<file path="config.mk">
export PLATFORM = sky130hd
export DESIGN_NAME = lsq_pipe_tracker
export DESIGN_NICKNAME = d
export VERILOG_FILES = /design/src/rtl/lsq_pkg.sv /design/src/rtl/lsq_lat_lookup.sv /design/src/rtl/lsq_slot.sv /design/src/rtl/lsq_sb_occ.sv /design/src/rtl/lsq_pipe_tracker.sv
export SDC_FILE = /design/constraint.sdc
export NUM_CORES = 1
export LEC_CHECK = 0
export BUFFER_PORTS_ARGS = -buffer_cell sky130_fd_sc_hd__buf_2
export CAP_MARGIN = 20
export CORE_ASPECT_RATIO = 1.25
export CORE_MARGIN = 1
export CORE_UTILIZATION = 35
export CTS_CLUSTER_SIZE = 12
export DETAILED_ROUTE_END_ITERATION = 6
export MAX_ROUTING_LAYER = met4
export PLACE_DENSITY_LB_ADDON = 0.15
export SLEW_MARGIN = 25
export SYNTH_ARGS = -nofsm -noshare
export SYNTH_HDL_FRONTEND = slang
export SYNTH_SLANG_ARGS = --single-unit
</file>
<file path="constraint.sdc">
create_clock -name clk -period 3 [get_ports clk]
set_input_delay 0 -clock clk [delete_from_list [all_inputs] [get_ports clk]]
set_output_delay 0 -clock clk [all_outputs]
set_load 0.03 [all_outputs]
</file>
<file path="src/rtl/lsq_pkg.sv">
// Package: shared stage and buffer-state encodings for the pipeline tracker.
// Assumes stage codes are fixed; neighbours decode them from slot_stage.
package lsq_pkg;

    typedef enum logic [2:0] {
        STG_PRE  = 3'd0,
        STG_SHR  = 3'd1,
        STG_LDU  = 3'd2,
        STG_STU  = 3'd3,
        STG_DONE = 3'd4
    } stage_e;

    typedef enum logic [1:0] {
        SB_EMPTY   = 2'd0,
        SB_PARTIAL = 2'd1,
        SB_FULL    = 2'd2
    } sb_state_e;

    // True for stages that are allowed to hold a nonzero wait count.
    function automatic logic stage_has_wait(input stage_e s);
        return (s == STG_SHR) || (s == STG_LDU);
    endfunction

endpackage

</file>
<file path="src/rtl/lsq_lat_lookup.sv">
// Module: first-match search of one slot's latency table for a target stage.
// Assumes entry k occupies bits [k*3 +: 3] / [k*CNT_W +: CNT_W]; returns 0
// when nothing matches or the stage may not wait.
module lsq_lat_lookup
    import lsq_pkg::*;
#(
    parameter int LAT_ENTRIES = 2,
    parameter int CNT_W       = 4
) (
    input  logic [LAT_ENTRIES*3-1:0]     tbl_stage,
    input  logic [LAT_ENTRIES*CNT_W-1:0] tbl_count,
    input  stage_e                       query,
    output logic [CNT_W-1:0]             wait_cnt
);

    // Scan from the top entry down so the lowest matching index wins.
    always_comb begin
        wait_cnt = '0;
        for (int k = LAT_ENTRIES - 1; k >= 0; k--) begin
            if (tbl_stage[k*3 +: 3] == query) begin
                wait_cnt = tbl_count[k*CNT_W +: CNT_W];
            end
        end
        if (!stage_has_wait(query)) begin
            wait_cnt = '0;
        end
    end

endmodule

</file>
<file path="src/rtl/lsq_slot.sv">
// Module: state of one tracked instruction (stage and remaining count).
// Assumes its id equals SLOT_ID, that the top grants at most one store
// retirement per cycle, and that restart has priority over all movement.
module lsq_slot
    import lsq_pkg::*;
#(
    parameter int SLOT_ID     = 0,
    parameter int LAT_ENTRIES = 2,
    parameter int CNT_W       = 4,
    parameter int ID_W        = 3
) (
    input  logic                         clk,
    input  logic                         rst_n,
    input  logic                         restart,
    input  logic                         cfg_store,
    input  logic [LAT_ENTRIES*3-1:0]     cfg_stage,
    input  logic [LAT_ENTRIES*CNT_W-1:0] cfg_count,
    input  logic [ID_W-1:0]              next_id,
    input  logic                         shared_free,
    input  logic                         bus_taken,
    input  logic                         retire_grant,
    output stage_e                       stage_o,
    output logic [CNT_W-1:0]             count_o,
    output logic                         issue_o,
    output logic                         retire_req_o
);

    localparam int TBL_SW = LAT_ENTRIES * 3;
    localparam int TBL_CW = LAT_ENTRIES * CNT_W;

    logic              is_store_q;
    logic [TBL_SW-1:0] tbl_stage_q;
    logic [TBL_CW-1:0] tbl_count_q;
    stage_e            stage_q, stage_d, dest;
    logic [CNT_W-1:0]  count_q, count_d, entry_cnt;
    logic              move;

    lsq_lat_lookup #(
        .LAT_ENTRIES(LAT_ENTRIES),
        .CNT_W      (CNT_W)
    ) i_lookup (
        .tbl_stage(tbl_stage_q),
        .tbl_count(tbl_count_q),
        .query    (dest),
        .wait_cnt (entry_cnt)
    );

    // Capture kind and latency table on restart; clear on reset.
    always_ff @(posedge clk) begin
        if (!rst_n) begin
            is_store_q  <= 1'b0;
            tbl_stage_q <= '0;
            tbl_count_q <= '0;
        end else if (restart) begin
            is_store_q  <= cfg_store;
            tbl_stage_q <= cfg_stage;
            tbl_count_q <= cfg_count;
        end
    end

    // Decide whether the slot moves this cycle, where, and its next count.
    always_comb begin
        issue_o      = (stage_q == STG_PRE) && (next_id == ID_W'(SLOT_ID)) && shared_free;
        retire_req_o = (stage_q == STG_STU) && (count_q == '0);
        move         = 1'b0;
        dest         = stage_q;
        if (count_q == '0) begin
            case (stage_q)
                STG_PRE: begin move = issue_o;      dest = STG_SHR;  end
                STG_SHR: begin move = 1'b1;         dest = is_store_q ? STG_STU : STG_LDU; end
                STG_LDU: begin move = 1'b1;         dest = STG_DONE; end
                STG_STU: begin move = retire_grant; dest = STG_DONE; end
                default: begin move = 1'b0;         dest = stage_q;  end
            endcase
        end
        stage_d = move ? dest : stage_q;
        if (move) begin
            count_d = entry_cnt;
        end else if ((count_q != '0) && ((stage_q != STG_LDU) || bus_taken)) begin
            count_d = count_q - 1'b1;
        end else begin
            count_d = count_q;
        end
    end

    // Slot state register with reset and restart to pre-issue.
    always_ff @(posedge clk) begin
        if (!rst_n || restart) begin
            stage_q <= STG_PRE;
            count_q <= '0;
        end else begin
            stage_q <= stage_d;
            count_q <= count_d;
        end
    end

    assign stage_o = stage_q;
    assign count_o = count_q;

    assert_stu_zero_wait_R4: assert property (@(posedge clk) disable iff (!rst_n)
        (stage_q == STG_STU) |-> (count_q == '0));

    assert_ldu_hold_R6: assert property (@(posedge clk) disable iff (!rst_n)
        (!restart && stage_q == STG_LDU && count_q != '0 && !bus_taken)
        |=> (stage_q == STG_LDU && count_q == $past(count_q)));

    assert_shr_countdown_R5: assert property (@(posedge clk) disable iff (!rst_n)
        (!restart && stage_q == STG_SHR && count_q != '0)
        |=> (stage_q == STG_SHR && count_q == CNT_W'($past(count_q) - 1'b1)));

    assert_done_terminal_R2: assert property (@(posedge clk) disable iff (!rst_n)
        (!restart && stage_q == STG_DONE) |=> (stage_q == STG_DONE));

endmodule

</file>
<file path="src/rtl/lsq_sb_occ.sv">
// Module: store buffer occupancy counter and its three-valued state.
// Assumes push is never raised while full and at most one push per cycle.
module lsq_sb_occ
    import lsq_pkg::*;
#(
    parameter int SB_DEPTH = 2
) (
    input  logic      clk,
    input  logic      rst_n,
    input  logic      restart,
    input  logic      push,
    input  logic      drain,
    output sb_state_e state_o,
    output logic      full_o
);

    localparam int OCC_W = $clog2(SB_DEPTH + 1);

    logic [OCC_W-1:0] occ_q, occ_d;
    logic             pop;

    // Next occupancy: add a retired store, remove a drained entry.
    always_comb begin
        pop   = drain && (occ_q != '0);
        occ_d = occ_q + OCC_W'(push) - OCC_W'(pop);
    end

    // Occupancy register with reset and restart to empty.
    always_ff @(posedge clk) begin
        if (!rst_n || restart) begin
            occ_q <= '0;
        end else begin
            occ_q <= occ_d;
        end
    end

    // Map occupancy onto the reported buffer state.
    always_comb begin
        full_o = (occ_q == OCC_W'(SB_DEPTH));
        if (occ_q == '0) begin
            state_o = SB_EMPTY;
        end else if (full_o) begin
            state_o = SB_FULL;
        end else begin
            state_o = SB_PARTIAL;
        end
    end

    assert_occ_bound_R8: assert property (@(posedge clk) disable iff (!rst_n)
        occ_q <= OCC_W'(SB_DEPTH));

    assert_push_room_R7: assert property (@(posedge clk) disable iff (!rst_n)
        full_o |-> !push);

endmodule

</file>
<file path="src/rtl/lsq_pipe_tracker.sv">
// Module: top of the load/store pipeline tracker. Instantiates one slot per
// tracked instruction, arbitrates store retirement and keeps the issue id.
// Assumes slot i holds instruction id i and that ids issue in order.
module lsq_pipe_tracker
    import lsq_pkg::*;
#(
    parameter int NUM_SLOTS   = 4,
    parameter int LAT_ENTRIES = 2,
    parameter int CNT_W       = 4,
    parameter int SB_DEPTH    = 2,
    localparam int ID_W       = $clog2(NUM_SLOTS + 1)
) (
    input  logic                                   clk,
    input  logic                                   rst_n,
    input  logic                                   cfg_load,
    input  logic [NUM_SLOTS-1:0]                   cfg_is_store,
    input  logic [NUM_SLOTS*LAT_ENTRIES*3-1:0]     cfg_tbl_stage,
    input  logic [NUM_SLOTS*LAT_ENTRIES*CNT_W-1:0] cfg_tbl_count,
    input  logic                                   bus_taken,
    input  logic                                   sb_drain,
    output logic [NUM_SLOTS*3-1:0]                 slot_stage,
    output logic [NUM_SLOTS*CNT_W-1:0]             slot_count,
    output logic [ID_W-1:0]                        next_id,
    output logic [1:0]                             sb_state
);

    localparam int TBL_SW = LAT_ENTRIES * 3;
    localparam int TBL_CW = LAT_ENTRIES * CNT_W;

    stage_e                 stg [NUM_SLOTS];
    logic [NUM_SLOTS-1:0]   in_shared, issue, retire_req, grant;
    logic                   shared_free, sb_full;
    logic [ID_W-1:0]        next_id_q;
    sb_state_e              sb_st;

    assign shared_free = ~|in_shared;

    for (genvar i = 0; i < NUM_SLOTS; i++) begin : g_slot
        lsq_slot #(
            .SLOT_ID    (i),
            .LAT_ENTRIES(LAT_ENTRIES),
            .CNT_W      (CNT_W),
            .ID_W       (ID_W)
        ) i_slot (
            .clk         (clk),
            .rst_n       (rst_n),
            .restart     (cfg_load),
            .cfg_store   (cfg_is_store[i]),
            .cfg_stage   (cfg_tbl_stage[i*TBL_SW +: TBL_SW]),
            .cfg_count   (cfg_tbl_count[i*TBL_CW +: TBL_CW]),
            .next_id     (next_id_q),
            .shared_free (shared_free),
            .bus_taken   (bus_taken),
            .retire_grant(grant[i]),
            .stage_o     (stg[i]),
            .count_o     (slot_count[i*CNT_W +: CNT_W]),
            .issue_o     (issue[i]),
            .retire_req_o(retire_req[i])
        );
        assign in_shared[i]        = (stg[i] == STG_SHR);
        assign slot_stage[i*3 +: 3] = stg[i];
    end

    // Grant one retirement per cycle to the lowest waiting store, if room.
    always_comb begin
        logic taken;
        grant = '0;
        taken = sb_full;
        for (int i = 0; i < NUM_SLOTS; i++) begin
            if (retire_req[i] && !taken) begin
                grant[i] = 1'b1;
                taken    = 1'b1;
            end
        end
    end

    // Issue id counter: advances when a slot leaves pre-issue.
    always_ff @(posedge clk) begin
        if (!rst_n || cfg_load) begin
            next_id_q <= '0;
        end else if (|issue) begin
            next_id_q <= next_id_q + 1'b1;
        end
    end

    lsq_sb_occ #(
        .SB_DEPTH(SB_DEPTH)
    ) i_sb (
        .clk    (clk),
        .rst_n  (rst_n),
        .restart(cfg_load),
        .push   (|grant),
        .drain  (sb_drain),
        .state_o(sb_st),
        .full_o (sb_full)
    );

    assign next_id  = next_id_q;
    assign sb_state = sb_st;

    assert_single_shared_R3: assert property (@(posedge clk) disable iff (!rst_n)
        $countones(in_shared) <= 1);

    assert_single_issue_R3: assert property (@(posedge clk) disable iff (!rst_n)
        $onehot0(issue));

    assert_id_step_R3: assert property (@(posedge clk) disable iff (!rst_n)
        !cfg_load |=> (next_id_q == $past(next_id_q)) ||
                      (next_id_q == ID_W'($past(next_id_q) + 1'b1)));

    assert_one_retire_R7: assert property (@(posedge clk) disable iff (!rst_n)
        $onehot0(grant));

endmodule

</file>
==> impl_metrics.env <==
export IMPL_status="finished clean"
export IMPL_io_pins=98
export IMPL_grt_max_degree=38
export IMPL_ys_flop_type="dfxtp_1"
export IMPL_dp_hpwl_microns=10940
export IMPL_initial_utilization=0.3618
export IMPL_synth_edff_count=0
export IMPL_die_area_sq_um=16160
export IMPL_floorplan_rows=50
export IMPL_r2r_end="i_sb.occ_q[1]"
export IMPL_worstHoldStart="rst_n"
export IMPL_netlist_area_sq_um=5478
export IMPL_drive_gt1_frac=0.1884
export IMPL_area_growth_pct=29.60
export IMPL_p_int_mw=3.245
export IMPL_p_comb_frac=0.536
export IMPL_grt_overflow_total=0
export IMPL_clock_latency_ns=0.35
export IMPL_crit_fanout=6
export IMPL_whs_ns=0.1263
export IMPL_maxSlewViolCount=0
export IMPL_cts_tree="built"
export IMPL_whs_path_depth=2
export IMPL_wl_per_cell_microns=15.27
export IMPL_portBuffers=97
export IMPL_die_height_microns=141.9
export IMPL_antenna_found_initial=0
export IMPL_cp_end_kind="flip-flop"
export IMPL_wl_microns=15010
export IMPL_start_kind="flip-flop"
export IMPL_synth_fp_nets=698
export IMPL_clk_pin_slew_worst_paths_ns=0.07
export IMPL_max_vdd_ir_drop_uv=308.7
export IMPL_clock_sinks=93
export IMPL_required_ns=3.23
export IMPL_crit_chain="inv_1 -> ha_1 -> or4b_4 -> or2_2 -> o311ai_0 -> nand2_1 -> ha_1 -> inv_1 -> ha_1 -> xor2_1 -> xnor2_1 -> nor2_1"
export IMPL_numCtsBuffers=9
export IMPL_maxCapViolCount=0
export IMPL_worst_r2r_setup_slack_ns=0.35
export IMPL_p_seq_frac=0.274
export IMPL_seq_area_frac_synth=0.3399
export IMPL_p_sw_frac=0.4309
export IMPL_relSlewSlack=0.3980
export IMPL_clock_skew_ns=0.006602
export IMPL_rsz0062_at_grt="false"
export IMPL_path_class="flip-flop to flip-flop"
export IMPL_clock_path_buffers=2
export IMPL_power_frac_clock=0.191
export IMPL_via_per_inst=5.249
export IMPL_diodes=0
export IMPL_core_sq_um=15140
export IMPL_post_route_period_util=0.8839
export IMPL_hold_viol=0
export IMPL_critPathMostFrequentCell="ha_1"
export IMPL_gp_congestion=0.9093
export IMPL_finish_instance_area_sq_um=7099
export IMPL_synth_top_area_share=0.3399
export IMPL_min_path_type="input pin to flip-flop"
export IMPL_p_leak_nw=3.012
export IMPL_drt_first_pass_iters=5
export IMPL_setup_tns_ns=0
export IMPL_placed_cell_area_sq_um=6220
export IMPL_die_x_microns=113.9
export IMPL_grtUsageTotal=0.1970
export IMPL_first_iter_violations=208
export IMPL_worstPathArrival_ns=2.88
export IMPL_yosysTopAreaCell="dfxtp_1"
export IMPL_yosysWarnings=0
export IMPL_setup_viol=0
export IMPL_cts_htree_levels=3
export IMPL_p_switching_mw=2.457
export IMPL_yosysUniqueCellTypes=74
export IMPL_fin_crit_ns=2.652
export IMPL_fill_cells=1555
export IMPL_grt_pass1_wl_microns=24390
export IMPL_layout_nets=850
export IMPL_drc=0
export IMPL_ant_nets=0
export IMPL_tightest_slew_ns=0.9011
export IMPL_rr_worst_depth=12
export IMPL_critPathSlowestCell="or4b_4"
export IMPL_cp_slowest_stage_delay_ns=0.52
export IMPL_synthCells=618
export IMPL_ys_top_cells_by_area="dfxtp_1 (34%), mux2i_1 (12%), nor2b_1 (7.7%), ha_1 (3.4%), xnor2_1 (2.7%)"
export IMPL_first_global_vias=4929
export IMPL_reg2reg_from="g_slot[2].i_slot.count_o[0]"
export IMPL_pwr_density_cell_nw_per_um2=803.2
export IMPL_vias=5160
export IMPL_synth_area_per_cell_sq_um=8.864
export IMPL_fmax_ghz=0.3771
export IMPL_synth_seq_cells=93
export IMPL_async_flop_share=0
export IMPL_hold_path_end="g_slot[2].i_slot.tbl_count_q[0]"
export IMPL_cts_root_buffer="clkbuf_16"
-- flip-flops by register name (all words and copies together) (netlist names) --
| register | flops |
|---|---|
| g_slot.i_slot.tbl_count_q | 32 |
| g_slot.i_slot.tbl_stage_q | 24 |
| g_slot.i_slot.count_o | 16 |
| g_slot.i_slot.stage_o | 12 |
| g_slot.i_slot.is_store_q | 4 |
| next_id | 3 |
| i_sb.occ_q | 2 |
-- final cells by class --
cell class,count,area [sq um],area share
well taps,208,260.3,0.03666
multi-input cells,472,3407,0.4799
clock buffers,12,256.5,0.03613
flip-flops and latches,93,1862,0.2622
repair buffers,174,1216,0.1713
clock inverters,4,22.52,0.003172
inverters,20,75.07,0.01057
-- kinds of logic (layout without fill, tap and decap cells) --
kind of cell | after synthesis | count (layout) | share of synthesized area
fa+ha+maj | 15 | 15 | 0.03426
simple gates | 240 | 240 | 0.2606
mux | 65 | 65 | 0.1192
flops | 93 | 93 | 0.3399
buf+inv | 53 | 210 | 0.03814
compound gates | 128 | 128 | 0.1695
xor+xnor | 24 | 24 | 0.03837
-- worst max-delay path by stage --
stage | from | to | slack [ns] | cells past startpoint
finish | g_slot[2].i_slot.count_o[0] | i_sb.occ_q[1] | 0.35 | 12
global placement | g_slot[2].i_slot.count_o[0] | i_sb.occ_q[1] | 0.42 | 12
CTS | g_slot[2].i_slot.count_o[0] | i_sb.occ_q[1] | 0.33 | 12
detailed placement | g_slot[2].i_slot.count_o[0] | i_sb.occ_q[1] | 0.35 | 12
floorplan | g_slot[3].i_slot.count_o[0] | i_sb.occ_q[1] | 0.35 | 12
global route | g_slot[0].i_slot.count_o[0] | g_slot[2].i_slot.count_o[0] | 0.1 | 8
-- power by group through the flow --
stage	Clock, mW	Sequential [mW]	Combinational, mW
2_1_floorplan	0	1.71	2.11
3_3_place_gp	0	1.57	2.95
3_5_place_dp	0	1.58	2.99
4_1_cts	1.12	1.56	3.06
5_1_grt	1.19	1.58	3.40
6_report	1.09	1.56	3.05
-- through the flow --
stage	utilization	setup slack, ns	power (mW)	cells
global placement	0.4108	0.4162	4.525	907
finish	0.4689	0.3482	5.702	983
global route	0.4689	0.09812	6.171	983
CTS	0.4689	0.3344	5.743	983
floorplan	-	0.3461	3.825	618
detailed placement	0.4108	0.3549	4.570	907
-- critical path: cells and delay by family (launching register included) --
family	cells	cell delay, ns
fa+ha+maj	3	0.67
simple gates	4	1.01
xor+xnor	2	0.29
flops	1	0.32
buf+inv	2	0.15
compound gates	1	0.09
-- metal layers --
metal,global-route usage,share of wire,vias to the layer above,wire length (microns)
met4,0.07109,0.025,0,372
li1,-,-,2579,-
met1,0.2365,0.45,2450,6776
met3,0.03375,0.036,23,542
met5,-,0,-,0
met2,0.3309,0.49,108,7316
-- cell usage after synthesis (9+ instances only) --
| master | instances |
|---|---|
| dfxtp_1 | 93 |
| clkbuf_1 | 22 |
| nand3_1 | 19 |
| a21oi_1 | 27 |
| nor3_1 | 18 |
| nor2b_1 | 67 |
| xnor2_1 | 17 |
| ha_1 | 15 |
| inv_1 | 20 |
| o21ai_0 | 12 |
| nand2b_1 | 10 |
| nor2_1 | 21 |
| or4_1 | 9 |
| mux2i_1 | 63 |
| nand2_1 | 35 |
-- cells in the final DEF (no fill, tap or decap), types with 4 or more instances in the layout --
master	n
o21ai_0	12
a31oi_1	8
o21a_1	6
buf_2	96
dfxtp_1	93
mux2i_1	63
nand4b_1	5
xnor2_1	17
clkbuf_16	9
nand3b_1	4
a22oi_1	5
or3_1	6
o21bai_1	4
ha_1	15
buf_4	18
nor4_1	6
xor2_1	7
nand2_1	35
o31ai_1	4
and2_1	4
inv_1	20
nor3_1	18
dlygate4sd3_1	60
a211o_1	4
a211oi_1	8
nand3_1	19
o22ai_1	5
or4_1	9
nor2_1	21
or2_2	4
nor2b_1	67
nor3b_1	8
a221oi_1	7
nand2b_1	10
a32oi_1	5
nor4b_1	6
a21oi_1	27
-- what timing repair did --
action | in CTS | in global routing
setup buffers | 0 | 0
gates resized for setup | 0 | 0
hold buffers | 60 | 0
endpoints found under the hold margin | 60 | 0
Note: power is estimated with default switching activity, not from simulation.
